--- src/rtl/lane_pkg.sv ---
package lane_pkg;

  // Data lane a bus cycle reads from.
  typedef enum logic [1:0] {
    LANE_LO   = 2'd0,
    LANE_HI   = 2'd1,
    LANE_BOTH = 2'd2
  } lane_e;

  // Per-cycle bank control.
  typedef struct packed {
    logic  bhe_n;
    lane_e lane;
  } beat_ctl_t;

  typedef enum logic [1:0] {
    ST_IDLE  = 2'd0,
    ST_BEAT1 = 2'd1,
    ST_BEAT2 = 2'd2,
    ST_RESP  = 2'd3
  } seq_state_e;

endpackage

--- src/rtl/lane_planner.sv ---
module lane_planner
  import lane_pkg::*;
#(
  parameter int ADDR_W = 20,
  parameter bit NARROW = 1'b0
) (
  input  logic [ADDR_W-1:0] addr,
  input  logic              word,
  input  logic [15:0]       wdata,
  output logic              split,
  output logic [ADDR_W-1:0] addr1,
  output logic [ADDR_W-1:0] addr2,
  output beat_ctl_t         ctl1,
  output beat_ctl_t         ctl2,
  output logic [15:0]       wd1,
  output logic [15:0]       wd2
);

  localparam logic [ADDR_W-1:0] ONE = ADDR_W'(1);

  // Second cycle always targets the following byte address; wraps at the top.
  assign addr1 = addr;
  assign addr2 = addr + ONE;

  generate
    if (NARROW) begin : g_narrow
      // 8-bit path: every byte on the low lane, words as two byte cycles.
      always_comb begin
        split = word;
        ctl1  = '{bhe_n: 1'b1, lane: LANE_LO};
        ctl2  = '{bhe_n: 1'b1, lane: LANE_LO};
        wd1   = {wdata[7:0], wdata[7:0]};
        wd2   = {wdata[15:8], wdata[15:8]};
      end
    end else begin : g_wide
      logic odd;
      assign odd = addr[0];
      always_comb begin
        split = 1'b0;
        ctl1  = '{bhe_n: 1'b1, lane: LANE_LO};
        ctl2  = '{bhe_n: 1'b1, lane: LANE_LO};
        wd1   = {wdata[7:0], wdata[7:0]};
        wd2   = {wdata[15:8], wdata[15:8]};
        if (!word) begin
          // Byte replicated to both lanes; enables pick the bank.
          ctl1 = odd ? '{bhe_n: 1'b0, lane: LANE_HI}
                     : '{bhe_n: 1'b1, lane: LANE_LO};
        end else if (!odd) begin
          ctl1 = '{bhe_n: 1'b0, lane: LANE_BOTH};
          wd1  = wdata;
        end else begin
          // Misaligned: low byte via high bank, then high byte via low bank.
          split = 1'b1;
          ctl1  = '{bhe_n: 1'b0, lane: LANE_HI};
          ctl2  = '{bhe_n: 1'b1, lane: LANE_LO};
        end
      end
    end
  endgenerate

endmodule

--- src/rtl/lane_sequencer.sv ---
module lane_sequencer
  import lane_pkg::*;
(
  input  logic       clk,
  input  logic       rst_n,
  input  logic       req_fire,
  input  logic       split,
  input  logic       bus_ready,
  input  logic       rsp_ready,
  output seq_state_e state,
  output logic       beat_fire,
  output logic       beat_idx
);

  always_ff @(posedge clk or negedge rst_n) begin
    if (!rst_n) begin
      state <= ST_IDLE;
    end else begin
      unique case (state)
        ST_IDLE:  if (req_fire)  state <= ST_BEAT1;
        ST_BEAT1: if (bus_ready) state <= split ? ST_BEAT2 : ST_RESP;
        ST_BEAT2: if (bus_ready) state <= ST_RESP;
        ST_RESP:  if (rsp_ready) state <= ST_IDLE;
        default:                 state <= ST_IDLE;
      endcase
    end
  end

  assign beat_idx  = (state == ST_BEAT2);
  assign beat_fire = ((state == ST_BEAT1) || (state == ST_BEAT2)) && bus_ready;

endmodule

--- src/rtl/lane_assembler.sv ---
module lane_assembler
  import lane_pkg::*;
(
  input  logic        clk,
  input  logic        rst_n,
  input  logic        clear,
  input  logic        capture,
  input  logic        beat_idx,
  input  lane_e       lane,
  input  logic [15:0] bus_rdata,
  output logic [15:0] rdata
);

  logic [7:0] sel_byte;

  assign sel_byte = (lane == LANE_HI) ? bus_rdata[15:8] : bus_rdata[7:0];

  always_ff @(posedge clk or negedge rst_n) begin
    if (!rst_n) begin
      rdata <= '0;
    end else if (clear) begin
      rdata <= '0;
    end else if (capture) begin
      if (lane == LANE_BOTH)  rdata <= bus_rdata;
      else if (!beat_idx)     rdata <= {8'h00, sel_byte};
      else                    rdata[15:8] <= sel_byte;
    end
  end

endmodule

--- src/rtl/lane_splitter.sv ---
module lane_splitter
  import lane_pkg::*;
#(
  parameter int ADDR_W = 20,
  parameter bit NARROW = 1'b0
) (
  input  logic              clk,
  input  logic              rst_n,
  input  logic              req_valid,
  output logic              req_ready,
  input  logic [ADDR_W-1:0] req_addr,
  input  logic              req_word,
  input  logic              req_write,
  input  logic [15:0]       req_wdata,
  output logic              busy,
  output logic              bus_valid,
  input  logic              bus_ready,
  output logic [ADDR_W-1:0] bus_addr,
  output logic              bus_bhe_n,
  output logic              bus_write,
  output logic [15:0]       bus_wdata,
  input  logic [15:0]       bus_rdata,
  output logic              rsp_valid,
  input  logic              rsp_ready,
  output logic [15:0]       rsp_rdata
);

  seq_state_e        state;
  logic              req_fire, beat_fire, beat_idx, split;
  logic [ADDR_W-1:0] r_addr, a1, a2;
  logic              r_word, r_write;
  logic [15:0]       r_wdata, wd1, wd2;
  beat_ctl_t         ctl1, ctl2, ctl_cur;

  assign req_ready = (state == ST_IDLE);
  assign req_fire  = req_valid && req_ready;

  always_ff @(posedge clk or negedge rst_n) begin
    if (!rst_n) begin
      r_addr  <= '0;
      r_word  <= 1'b0;
      r_write <= 1'b0;
      r_wdata <= '0;
    end else if (req_fire) begin
      r_addr  <= req_addr;
      r_word  <= req_word;
      r_write <= req_write;
      r_wdata <= req_wdata;
    end
  end

  lane_planner #(.ADDR_W(ADDR_W), .NARROW(NARROW)) u_plan (
    .addr (r_addr),
    .word (r_word),
    .wdata(r_wdata),
    .split(split),
    .addr1(a1),
    .addr2(a2),
    .ctl1 (ctl1),
    .ctl2 (ctl2),
    .wd1  (wd1),
    .wd2  (wd2)
  );

  lane_sequencer u_seq (
    .clk      (clk),
    .rst_n    (rst_n),
    .req_fire (req_fire),
    .split    (split),
    .bus_ready(bus_ready),
    .rsp_ready(rsp_ready),
    .state    (state),
    .beat_fire(beat_fire),
    .beat_idx (beat_idx)
  );

  assign ctl_cur   = beat_idx ? ctl2 : ctl1;
  assign bus_valid = (state == ST_BEAT1) || (state == ST_BEAT2);
  assign busy      = bus_valid;
  assign bus_addr  = beat_idx ? a2 : a1;
  assign bus_bhe_n = ctl_cur.bhe_n;
  assign bus_write = r_write;
  assign bus_wdata = beat_idx ? wd2 : wd1;
  assign rsp_valid = (state == ST_RESP);

  lane_assembler u_asm (
    .clk      (clk),
    .rst_n    (rst_n),
    .clear    (req_fire),
    .capture  (beat_fire),
    .beat_idx (beat_idx),
    .lane     (ctl_cur.lane),
    .bus_rdata(bus_rdata),
    .rdata    (rsp_rdata)
  );

endmodule

--- config.mk ---
export PLATFORM = sky130hd
export DESIGN_NAME = lane_splitter
export DESIGN_NICKNAME = d
export VERILOG_FILES = /design/src/rtl/lane_pkg.sv /design/src/rtl/lane_planner.sv /design/src/rtl/lane_sequencer.sv /design/src/rtl/lane_assembler.sv /design/src/rtl/lane_splitter.sv
export SDC_FILE = /design/constraint.sdc
export NUM_CORES = 1
export LEC_CHECK = 0
export CAP_MARGIN = 15
export CORE_MARGIN = 2
export CORE_UTILIZATION = 52
export DETAILED_ROUTE_END_ITERATION = 12
export PLACE_DENSITY = 0.87
export SETUP_SLACK_MARGIN = 0.15
export SLEW_MARGIN = 20
export SYNTH_ARGS = -nofsm -noshare
export SYNTH_HDL_FRONTEND = slang
export SYNTH_HIERARCHICAL = 1
export SYNTH_SLANG_ARGS = --single-unit
--- constraint.sdc ---
create_clock -name clk -period 4.5 [get_ports clk]
set_input_delay 0.675 -clock clk [delete_from_list [all_inputs] [get_ports clk]]
set_output_delay 0.675 -clock clk [all_outputs]
set_load 0.01 [all_outputs]
==> impl_results.md <==
* Status: finished, final reports clean
* Clock Latency Late Sink at ~290 ps
* CP Max Fanout at 43
* Fillers at 590
* Initial antenna violation count at 0
* Worst Hold Class: flop to flop
* PD cells at 752 nW/um^2
* Number of port buffers at about 120
* Yosys cell types at 41
* Fin Clk Skew at 8.88 ps
* Final ANT Viol Nets at 0
* Sequential area share after synthesis at a little over a third
* Fmax at approximately 300 MHz
* Capturing point of the worst reg2reg path: u_asm/rdata[3]
* CP endpoint kind: output pin
* Setup ws final at between 1000 and 1500 ps
* Final setup viols at 0
* Cts bufs inserted at 5
* Setup crit start kind: flop
* Die Wd at just over 90 um
* Setup crit start: u_seq/state[0]
* Die Area at 8290 sq um
* Io pins at between 100 and 150
* Multi-input logic area at between 2000 and 2500 sq um
* Peak supply drop at about 350 uV
* Actual slew at the worst max-slew pin at 1060 ps
* Critical path endpoint: bus_addr[11]
* Grt ovf at 0
* Area of the core at roughly 7300 sq um
* Min Clock Period, post-route at about 3400 ps
* CTS tree: built
* DR vias at 2776
* CTS clock-pin slew for the worst setup and hold paths at 100 ps
* Starting Density at a little over half
* Synth warn at 6
* Final hold vios at 0
* Routed WL at about 8.4 mm
* Synth Flop Type: dfrtp_1
* Required @ worst endpoint at between 3000 and 4000 ps
* Most frequent cell after synthesis: mux2_2
* First-pass GRT wire length at 13.7 mm
* Die height at slightly above 90 um
* CTS Sinks at 56
* P_leak at a little over 2 nW
* # rows at 31
* Iteration count of the initial detailed-routing pass at 4
* FF-to-FF Start: u_seq/state[0]
* Seq. cell area at approximately 1400 sq um
* Yosys top cell area share at between 30% and 40%
* Total Nets Final at approximately 490
* Maxcap violations at 0
* Post-synth top cells: 80 x mux2_2, 56 x dfrtp_1, 51 x buf_4
* Cts hold-fix bufs at 0
* RSZ-0062 raised after global routing: no
* Area grow syn2layout at 23.6%
* Clock tree buffer depth at 2
* CP arrival at between 2000 and 3000 ps
* Setup CP Type: flop to output pin
* Synthesized area per cell at 11.1 sq um
* Number of H-tree levels at 2
* Number of flops mapped to enable cells by yosys at 0
* Clock root buffer: clkbuf_8
* Antenna Cells at 0
* Routed vias/inst at approximately 5.3
* Ranking of synthesized cells by area: dfrtp_1 36%, mux2_2 23%, buf_4 9.7%
* Setup Buffers After CTS at 0
* Cell Area, Synth at roughly 4000 sq um
* Tot GR Track Use at 20.0%
* Max-Slew Margin vs Limit at roughly 30%
* Worst reg2reg path depth at 6
* Routability Congestion at around 0.9
* WL/cell at 16.0 um
* DRC at 0
* Leading area contributor after synthesis: dfrtp_1
* Post-Syn Instances at around 360
* Slew Limit Fails at 0
* Setup WS pre-CTS at 1440 ps
* Share of layout cells above drive strength 1 at between 20% and 30%
* R2R setup slack at 1380 ps
* Vias in the first global route at between 2000 and 3000
* Share of async-settable or async-resettable flops after synthesis at 100%
* Synthesized flop and latch total at 56
* Final HPWL DP at around 6.3 mm
* TNS Setup at 0 ps
* CTS resizes at 0
* Initial DRC count at between 50 and 60
* Fin crit share at 75.1%
* Pin count of the biggest net entering global routing at between 50 and 60
kinds of logic after synthesis:
group                      Yosys count  share of synthesized area (%)
AOI/OAI and AO/OA                   31                           6.06
xor gates and xnor gates            19                           4.41
adders and majority gates            8                           2.54
buffers and inverters               79                           13.5
DFF                                 56                           35.6
muxes                               98                           28.7
other                                2                          0.191
and+or+nand+nor                     63                           9.08
flip-flops by register name, summed over array words and instances (netlist names):
name         flops
r_addr          20
r_wdata         16
u_asm/rdata     16
u_seq/state      2
bus_write        1
r_word           1
worst min-delay path by stage:
stage	start	endpoint	cells past startpoint
after CTS	u_asm/rdata[15]	u_asm/rdata[15]	2
after global placement	u_asm/rdata[10]	u_asm/rdata[10]	2
after global routing	u_asm/rdata[15]	u_asm/rdata[15]	2
after floorplan	rst_n	bus_write	0
final	u_asm/rdata[15]	u_asm/rdata[15]	2
after detailed placement	u_asm/rdata[15]	u_asm/rdata[15]	2
critical path: stages, from the launching register on:
cell and delay, ps:
dfrtp_1 450, inv_2 130, ha_2 900, mux2_2 430
clkdlybuf4s50_1 490
placed cells by master, fill, tap and decap left out, types with 3 or more instances in the layout:
cell type        count
and3_1               5
clkbuf_8             6
clkdlybuf4s50_1    115
conb_1               3
dfrtp_1             56
ha_1                 7
inv_1               16
mux2_2              80
mux2_4              10
mux2i_1              8
nand2_1             16
nand3_1              9
nand4_1              4
nor2_1              10
o211ai_1             4
o21ai_0              5
o22ai_1              4
o31ai_1              4
o32ai_1              8
or3b_1               4
xnor2_1             13
xor2_1               5
metrics by stage:
stage / cell area, sq um / power (mW) / std cells / hold slack (ps) / utilization, %
6_report: 4870 / 3.66 / 521 / 499 / 66.8
5_1_grt: 4870 / 3.91 / 521 / 518 / 66.8
4_1_cts: 4870 / 3.69 / 521 / 500 / 66.8
3_5_place_dp: 4780 / 3.40 / 513 / 470 / 65.6
3_3_place_gp: 4780 / 3.31 / 513 / 472 / 65.6
2_1_floorplan: 3950 / 2.73 / 357 / 379 / -
power breakdown:
part           leakage (nW)  internal, mW  total [mW]  switching [mW]
logic                  1.32          1.42        2.38           0.958
clock network        0.0455         0.126       0.273           0.147
registers             0.684         0.747        1.01           0.268
routing by layer:
| layer | wire (um) | up-vias | part of all wire (%) | global-route usage (%) |
|---|---|---|---|---|
| met1 | 3700 | 1353 | 44 | 25.5 |
| met3 | 471 | 4 | 5.6 | 4.65 |
| li1 | - | 1320 | - | - |
| met4 | 24 | 0 | 0.29 | 2.53 |
| met2 | 4160 | 99 | 50 | 35.5 |
| met5 | 0 | - | 0 | 0 |
cell type report:
type / instances / area share, %
clock buffer: 8 / 1.85
tap: 99 / 2.54
multi-input combinational: 222 / 41.4
inverter: 18 / 1.39
timing repair buffer: 118 / 24.0
sequential: 56 / 28.8
(Power assumes the default switching activity.)
